$ cat config.mk
export PLATFORM = sky130hd
export DESIGN_NAME = fm_discrim
export DESIGN_NICKNAME = d
export VERILOG_FILES = /design/src/rtl/fmd_pkg.sv /design/src/rtl/fmd_rst_sync.sv /design/src/rtl/fmd_diff_stage.sv /design/src/rtl/fmd_cross_stage.sv /design/src/rtl/fm_discrim.sv
export SDC_FILE = /design/constraint.sdc
export NUM_CORES = 2
export LEC_CHECK = 0
export BUFFER_PORTS_ARGS = -buffer_cell sky130_fd_sc_hd__buf_4
export CAP_MARGIN = 20
export CORE_AREA = 2 2 265 267
export DETAILED_ROUTE_END_ITERATION = 16
export DIE_AREA = 0 0 267 269
export PLACE_DENSITY = 0.56
export SLEW_MARGIN = 10
export SYNTH_ARGS = -nofsm -noshare
export SYNTH_HDL_FRONTEND = slang
export SYNTH_SLANG_ARGS = --single-unit
$ cat constraint.sdc
create_clock -name clk -period 5.1 [get_ports clk]
set_input_delay 1.02 -clock clk [delete_from_list [all_inputs] [get_ports clk]]
set_output_delay 1.02 -clock clk [all_outputs]
set_load 0.05 [all_outputs]
$ cat src/rtl/fmd_pkg.sv
package fmd_pkg;
  localparam int unsigned DIFF_EXTRA = 1;
  localparam int unsigned OUT_EXTRA  = 2;
  localparam int unsigned SYNC_DEPTH = 2;
endpackage

$ cat src/rtl/fmd_rst_sync.sv
module fmd_rst_sync #(
  parameter int unsigned STAGES = 2
) (
  input  logic clk,
  input  logic rst_n,
  output logic rst_s_n
);
  logic [STAGES-1:0] sync_q;
  logic [STAGES-1:0] sync_d;

  always_comb begin
    sync_d = {sync_q[STAGES-2:0], 1'b1};
  end

  always_ff @(posedge clk or negedge rst_n) begin
    if (!rst_n) sync_q <= '0;
    else        sync_q <= sync_d;
  end

  assign rst_s_n = sync_q[STAGES-1];
endmodule

$ cat src/rtl/fmd_diff_stage.sv
module fmd_diff_stage #(
  parameter int unsigned W = 16,
  localparam int unsigned DW = W + fmd_pkg::DIFF_EXTRA
) (
  input  logic                 clk,
  input  logic                 rst_n,
  input  logic                 en,
  input  logic signed [W-1:0]  smp_i,
  input  logic signed [W-1:0]  smp_q,
  output logic                 s1_valid,
  output logic                 s1_first,
  output logic signed [W-1:0]  s1_i,
  output logic signed [W-1:0]  s1_q,
  output logic signed [DW-1:0] s1_di,
  output logic signed [DW-1:0] s1_dq
);
  logic signed [W-1:0]  hist_i_q, hist_i_d;
  logic signed [W-1:0]  hist_q_q, hist_q_d;
  logic                 seen_q, seen_d;
  logic signed [W-1:0]  cur_i_q, cur_i_d, cur_q_q, cur_q_d;
  logic signed [DW-1:0] di_q, di_d, dq_q, dq_d;
  logic                 vld_q, vld_d, first_q, first_d;

  always_comb begin
    hist_i_d = hist_i_q;
    hist_q_d = hist_q_q;
    seen_d   = seen_q;
    cur_i_d  = cur_i_q;
    cur_q_d  = cur_q_q;
    di_d     = di_q;
    dq_d     = dq_q;
    first_d  = first_q;
    vld_d    = en;
    if (en) begin
      hist_i_d = smp_i;
      hist_q_d = smp_q;
      seen_d   = 1'b1;
      cur_i_d  = smp_i;
      cur_q_d  = smp_q;
      di_d     = DW'(smp_i) - DW'(hist_i_q);
      dq_d     = DW'(smp_q) - DW'(hist_q_q);
      first_d  = ~seen_q;
    end
  end

  always_ff @(posedge clk or negedge rst_n) begin
    if (!rst_n) begin
      hist_i_q <= '0;
      hist_q_q <= '0;
      seen_q   <= 1'b0;
      cur_i_q  <= '0;
      cur_q_q  <= '0;
      di_q     <= '0;
      dq_q     <= '0;
      vld_q    <= 1'b0;
      first_q  <= 1'b0;
    end else begin
      hist_i_q <= hist_i_d;
      hist_q_q <= hist_q_d;
      seen_q   <= seen_d;
      cur_i_q  <= cur_i_d;
      cur_q_q  <= cur_q_d;
      di_q     <= di_d;
      dq_q     <= dq_d;
      vld_q    <= vld_d;
      first_q  <= first_d;
    end
  end

  assign s1_valid = vld_q;
  assign s1_first = first_q;
  assign s1_i     = cur_i_q;
  assign s1_q     = cur_q_q;
  assign s1_di    = di_q;
  assign s1_dq    = dq_q;
endmodule

$ cat src/rtl/fmd_cross_stage.sv
module fmd_cross_stage #(
  parameter int unsigned W = 16,
  localparam int unsigned DW = W + fmd_pkg::DIFF_EXTRA,
  localparam int unsigned PW = W + DW,
  localparam int unsigned OW = 2 * W + fmd_pkg::OUT_EXTRA
) (
  input  logic                 clk,
  input  logic                 rst_n,
  input  logic                 s1_valid,
  input  logic                 s1_first,
  input  logic signed [W-1:0]  s1_i,
  input  logic signed [W-1:0]  s1_q,
  input  logic signed [DW-1:0] s1_di,
  input  logic signed [DW-1:0] s1_dq,
  output logic                 o_valid,
  output logic                 o_first,
  output logic signed [OW-1:0] o_value
);
  logic signed [PW-1:0] prod_a, prod_b;
  logic signed [OW-1:0] val_q, val_d;
  logic                 vld_q, vld_d, first_q, first_d;

  always_comb begin
    prod_a  = PW'(s1_i) * PW'(s1_dq);
    prod_b  = PW'(s1_q) * PW'(s1_di);
    val_d   = val_q;
    first_d = first_q;
    vld_d   = s1_valid;
    if (s1_valid) begin
      val_d   = OW'(prod_a) - OW'(prod_b);
      first_d = s1_first;
    end
  end

  always_ff @(posedge clk or negedge rst_n) begin
    if (!rst_n) begin
      val_q   <= '0;
      vld_q   <= 1'b0;
      first_q <= 1'b0;
    end else begin
      val_q   <= val_d;
      vld_q   <= vld_d;
      first_q <= first_d;
    end
  end

  assign o_valid = vld_q;
  assign o_first = first_q & vld_q;
  assign o_value = val_q;
endmodule

$ cat src/rtl/fm_discrim.sv
module fm_discrim #(
  parameter int unsigned W = 16,
  localparam int unsigned DW = W + fmd_pkg::DIFF_EXTRA,
  localparam int unsigned OW = 2 * W + fmd_pkg::OUT_EXTRA
) (
  input  logic                 clk,
  input  logic                 rst_n,
  input  logic                 in_valid,
  input  logic signed [W-1:0]  in_i,
  input  logic signed [W-1:0]  in_q,
  output logic                 out_valid,
  output logic                 out_first,
  output logic signed [OW-1:0] out_value
);
  logic                 rst_s_n;
  logic                 s1_valid, s1_first;
  logic signed [W-1:0]  s1_i, s1_q;
  logic signed [DW-1:0] s1_di, s1_dq;

  fmd_rst_sync #(.STAGES(fmd_pkg::SYNC_DEPTH)) u_rst (
    .clk     (clk),
    .rst_n   (rst_n),
    .rst_s_n (rst_s_n)
  );

  fmd_diff_stage #(.W(W)) u_diff (
    .clk      (clk),
    .rst_n    (rst_s_n),
    .en       (in_valid),
    .smp_i    (in_i),
    .smp_q    (in_q),
    .s1_valid (s1_valid),
    .s1_first (s1_first),
    .s1_i     (s1_i),
    .s1_q     (s1_q),
    .s1_di    (s1_di),
    .s1_dq    (s1_dq)
  );

  fmd_cross_stage #(.W(W)) u_cross (
    .clk      (clk),
    .rst_n    (rst_s_n),
    .s1_valid (s1_valid),
    .s1_first (s1_first),
    .s1_i     (s1_i),
    .s1_q     (s1_q),
    .s1_di    (s1_di),
    .s1_dq    (s1_dq),
    .o_valid  (out_valid),
    .o_first  (out_first),
    .o_value  (out_value)
  );
endmodule

After elaboration in Yosys (flattened, before gate mapping)
Index checks and enable logic that the tools add are counted.
{ "word_totals": {"register_bits": 107, "in_bits": 35, "output_inout_bits": 36, "elab_cells": 18} }
{ "op_classes": {"add_sub_neg": 3, "mul": 2, "n_bitwise": 2} }
{ "op_table": {"columns": ["operator", "count"], "rows": [
  ["16-bit by 17-bit multiplier with 33-bit output", 2],
  ["16-bit by 16-bit subtractor with 17-bit output", 2],
  ["33-bit by 33-bit subtractor with 34-bit output", 1],
  ["1-bit bitwise AND", 1],
  ["1-bit inverter", 1]
]} }

Longest topological paths before layout
{ "logic_depth": {"word_depth": 2, "mapped_depth": 28, "ltp_nobuf": 26} }

Hierarchy
From an unflattened synthesis, not the netlist that was laid out.
{ "unflattened": {"hier_cells": 2839, "area_unflattened_um2": 27013.4} }
{ "modules_own_cells": {"columns": ["mod", "n_inst", "cells_each", "area_per_inst_um2", "seq_area_each_um2"], "rows": [
  ["fmd_cross_stage", 1, 2393, 22813.1, 900.9],
  ["fmd_diff_stage", 1, 443, 4146.5, 1726.7],
  ["fmd_rst_sync", 1, 3, 53.8, 50.0]
]} }

Worst setup path after synthesis
OpenSTA, ideal clock, no wires.
{ "synth_path": {"path_type": "register -> register", "from": "register u_diff.di_q[16] (netlist: u_diff.s1_di[16])", "to": "register u_cross.val_q[31] (netlist: u_cross.o_value[31])", "setup_ns": 0.125, "t_arrival_ns": 7.292, "t_required_ns": 4.975, "path_slack_ns": -2.317, "stages_incl_launch_ff": 26, "n_path_buf": 1, "synth_period_minus_slack_ns": 7.417, "cell_sequence": "dfrtp_1 > clkbuf_1 > nand2_1 > inv_1 > fa_1 > inv_1 > fa_1 > inv_1 > fa_1 > fa_1 > inv_1 > fa_1 > fa_1 > fa_1 > inv_1 > fa_1 > inv_1 > ha_1 > a21oi_1 > o211ai_1 > a221o_1 > nor3b_2 > nor2_1 > a211oi_1 > xnor2_1 > mux2_2"} }
{ "synth_via": {"elab_chain_len": 2} }
{ "synth_rtl": {"columns": ["element", "line", "source"], "rows": [
  ["start: declaration", "fmd_diff_stage.sv:21", "logic signed [DW-1:0] di_q, di_d, dq_q, dq_d;"],
  ["start signal: assignment", "fmd_diff_stage.sv:63", "di_q <= di_d;"],
  ["16-bit by 17-bit multiplier with 33-bit output", "fmd_cross_stage.sv:25", "prod_b = PW'(s1_q) * PW'(s1_di);"],
  ["33-bit by 33-bit subtractor with 34-bit output", "fmd_cross_stage.sv:30", "val_d = OW'(prod_a) - OW'(prod_b);"],
  ["end signal: assignment", "fmd_cross_stage.sv:41", "val_q <= val_d;"],
  ["end: declaration", "fmd_cross_stage.sv:20", "logic signed [OW-1:0] val_q, val_d;"]
]} }
No other way between the ends.
A chain may end at the register's enable or synchronous reset.

Worst setup path after layout
{ "layout_path": {"from": "register u_diff.dq_q[10] (netlist: u_diff.s1_dq[10])", "to": "register u_cross.val_q[32] (netlist: u_cross.o_value[32])"} }
{ "layout_via": {"elab_chain_len": 2} }
{ "layout_rtl": {"columns": ["element", "line", "source"], "rows": [
  ["start: declaration", "fmd_diff_stage.sv:21", null],
  ["start signal: assignment", "fmd_diff_stage.sv:64", "dq_q <= dq_d;"],
  ["16-bit by 17-bit multiplier with 33-bit output", "fmd_cross_stage.sv:24", "prod_a = PW'(s1_i) * PW'(s1_dq);"],
  ["33-bit by 33-bit subtractor with 34-bit output", "fmd_cross_stage.sv:30", null]
]} }
No other way between the ends.

==> results.json <==
{
  "synthDominantCellAreaShare_pct": 46.5,
  "cts_tree": "yes",
  "postSynthAreaPerCell_um2": 9.59,
  "final_antenna_net_count": 0,
  "number_of_nets_at_the_end_of_the_flow": 4013,
  "netlist-cell-type-count": 74,
  "synth_seq_cells": 107,
  "route.detailed.drc": 0,
  "synthesis.instances": 2785,
  "worst_pin_slew_ps": 952,
  "critical_path.cell_chain": "buf_12 -> and2_1 -> fa_1 -> inv_1 -> fa_1 -> fa_1 -> fa_1 -> inv_2 -> fa_1 -> fa_1 -> fa_1 -> fa_1 -> ha_4 -> a21oi_4 -> o21ai_4 -> a2111o_1 -> and2_4 -> a311oi_4 -> o31ai_2 -> xor2_1 -> mux2_4",
  "final-setup-viol-count": 29,
  "timing.critical_path.slowest_stage_cell": "fa_1",
  "period_minus_slack_ps": 7100,
  "synth-seq-area-share_pct": 10.0,
  "failed_checks": "negative setup slack",
  "clock_pin_slew_on_the_worst_setup_and_hold_paths_ps": 90,
  "netlist_top_cells_area": "fa_1 (47%), inv_1 (10%), dfrtp_1 (10%)",
  "hpwl_um": 66100,
  "fp.dieW_um": 267,
  "grt.overflow.total": 0,
  "drt-initial-drc-count": 896,
  "clock-skew-final_ps": 25.9,
  "root_buffer": "clkbuf_16",
  "synth_nets": 3637,
  "worstSkewPairLatency_ps": 420,
  "buffer_ports.inserted": 70,
  "final_layout_size_suffix_gt1_share_pct": 25.0,
  "syn_to_final_growth_pct": 23.6,
  "timing.final.ws_setup_ps": -2000,
  "maxCapViolations": 0,
  "placementRows": 97,
  "grt_antenna_before_repair": 1,
  "grt_start_max_net_pins": 54,
  "routabilityCongestion": 0.936,
  "synth-warning-count": 0,
  "core_area_mm2": 0.0693,
  "timing.setup.critical_path_class": "reg2reg",
  "run_status": "complete, but fails checks",
  "vias": 19700,
  "floorplan.initialDensity_pct": 38.5,
  "worstPathMaxFanout": 5,
  "synth_ff_type": "dfrtp_1",
  "cts_buffer_depth": 2,
  "first_pass_iters": 5,
  "total_track_usage_pct": 23.1,
  "setup.worst_path.start_class": "flop",
  "post_drt_via_cell_ratio": 4.80,
  "synth-async-reset-ratio_pct": 100,
  "grt_first_pass_wirelength_um": 125000,
  "finalHoldViolCount": 0,
  "critPathArrivalTime_ps": 7390,
  "maxClockFrequency_mhz": 141,
  "crit_required_ps": 5400,
  "cts.sinks": 107,
  "wl_per_cell_um": 18.9,
  "timing_max_transition_violations_final": 0,
  "ioPinCount": 71,
  "area_of_the_die_mm2": 0.0718,
  "largest_area_contributor_in_the_synthesized_netlist": "fa_1",
  "top_cell_by_count_worst_path": "fa_1",
  "first_global_vias": 22400,
  "number_of_synthesized_flops_with_an_enable_pin": 0,
  "ff_to_ff_path_depth": 21,
  "unrepaired_setup_endpoints_after_global_routing": "true",
  "cts_inserted_buffers": 9,
  "insertedDiodeCount": 0,
  "hold_class": "in2async",
  "whs_ps": 366,
  "slew_headroom_pct": 36.5,
  "mappedNetlistArea_mm2": 0.0267,
  "chipHeight_um": 269,
  "fill_cells": 6546,
  "final_period_utilization_pct": 139,
  "wl_um": 77400,
  "endpoint_kind": "flop",
  "cts-htree-levels": 3,
  "timing.critical_path.slowest_cell_delay_ps": 570
}
sequential cells by signal, summed over array words and instances, names as in the netlist:
| signal | count |
|---|---|
| u_cross.o_value | 34 |
| u_diff.s1_di | 17 |
| u_diff.s1_dq | 17 |
| u_diff.hist_i_q | 16 |
| u_diff.hist_q_q | 16 |
| u_rst.sync_q | 2 |
| u_cross.first_q | 1 |
| u_cross.o_valid | 1 |
| u_diff.s1_first | 1 |
| u_diff.s1_valid | 1 |
| u_diff.seen_q | 1 |
path summary, 6_finish.rpt:
path	to	startpoint	slack (ps)
worst min-delay path	u_rst.sync_q[1]$_DFF_PN0_	rst_n	370
max in group asynchronous	u_diff.hist_i_q[13]$_DFFE_PN0P_	u_rst.sync_q[1]$_DFF_PN0_	4040
worst max-delay path	u_cross.o_value[32]$_DFFE_PN0P_	u_diff.s1_dq[10]$_DFFE_PN0P_	-2000
min in group clk	u_rst.sync_q[1]$_DFF_PN0_	u_rst.sync_q[0]$_DFF_PN0_	370
worst min register to register	u_rst.sync_q[1]$_DFF_PN0_	u_rst.sync_q[0]$_DFF_PN0_	370
worst max register to register	u_cross.o_value[32]$_DFFE_PN0P_	u_diff.s1_dq[10]$_DFFE_PN0P_	-2000
synth_stat cells, types with 3 or more instances:
library cell  count
inv_1           726
fa_1            621
nand2_1         314
and2_1          269
ha_1            196
dfrtp_1         107
clkbuf_1         86
nor2_1           60
xnor2_1          54
o21ai_0          47
a21oi_1          46
mux2_2           45
nand3_1          18
nand2b_1         15
a21o_1           11
xor2_1           11
nor2b_1          10
o211ai_1         10
a31oi_1           9
nor3_1            9
o31ai_1           9
and3_1            8
o21a_1            8
o21ai_1           8
nand3b_1          6
or3_1             6
a211oi_1          5
a31o_2            3
clkinv_1          3
o21bai_1          3
o311ai_1          3
o31a_1            3
cell type report:
| class | instances | area, um2 | area share [%] |
|---|---|---|---|
| sequential | 107 | 2720 | 8.25 |
| clock inverter | 7 | 81.3 | 0.246 |
| multi-input combinational | 1860 | 22100 | 66.8 |
| timing repair buffer | 454 | 3990 | 12.1 |
| inverter | 729 | 2750 | 8.33 |
| tap | 940 | 1180 | 3.56 |
| clock buffer | 9 | 225 | 0.682 |
critical path, delay by kind of cell, from the launching register on:
family | cells | cell delay (ps)
adder cells (fa/ha/maj) | 9 | 4320
AND/OR/NAND/NOR | 2 | 360
buffers and inverters | 3 | 260
AO/OA/AOI/OAI | 5 | 1160
multiplexers | 1 | 260
XOR/XNOR | 1 | 150
flip-flops | 1 | 470
layout by cell type (no fill, tap or decap), types with 8 or more instances in the layout:
master and instances:
a21o_1 11, a21oi_1 26, a21oi_2 16, a21oi_4 8
and2_1 252, and2_4 19, buf_12 34, buf_4 380
buf_6 36, clkbuf_16 9, dfrtp_1 74, dfrtp_2 32
fa_1 575, fa_2 46, ha_1 156, ha_4 37
inv_1 677, inv_2 45, mux2_2 43, nand2_1 300
nand2_2 8, nand2b_1 14, nand3_1 16, nor2_1 55
nor2b_1 10, nor3_1 9, o211ai_1 10, o21a_1 8
o21ai_0 37, o21ai_1 10, xnor2_1 50, xor2_1 11
per-layer routing:
metal  wire length (um)  GRT usage [%]  up-vias
met1              30200           27.9    10300
met4               3650           9.44        0
met3               2560           1.95      126
li1                   -              -     8922
met5                  0              0        -
met2              41000           42.4      394
repair_timing:
item,in CTS,in global routing
endpoints found under the setup margin,30,29
pin swaps,116,80
hold buffers,0,0
setup buffers,47,27
gates resized for setup,204,90
logic make-up after synthesis:
family | Yosys count | share of synthesized area, %
simple gates | 730 | 13.6
flops | 107 | 10.0
xor+xnor | 65 | 2.13
compound gates | 200 | 5.03
buf+inv | 818 | 11.5
fa+ha+maj | 817 | 55.7
mux | 47 | 2.00
other cells | 1 | 0.0140
per-stage QoR:
step           setup TNS [ps]  cells  instance area [um2]  setup WS (ps)  utilization (%)
2_1_floorplan          -33320   2785                27100          -1850                -
3_3_place_gp           -48410   4019                31100          -2100             44.8
3_5_place_dp           -48710   4019                31100          -2240             44.8
4_1_cts                -43910   4082                32500          -2020             46.9
5_1_grt                -50020   4106                33000          -2210             47.6
6_report               -44340   4106                33000          -2000             47.6
Power is left out: the tool's default activity adds up to more than one toggle a clock period on the data nets, which glitch-free logic cannot reach.
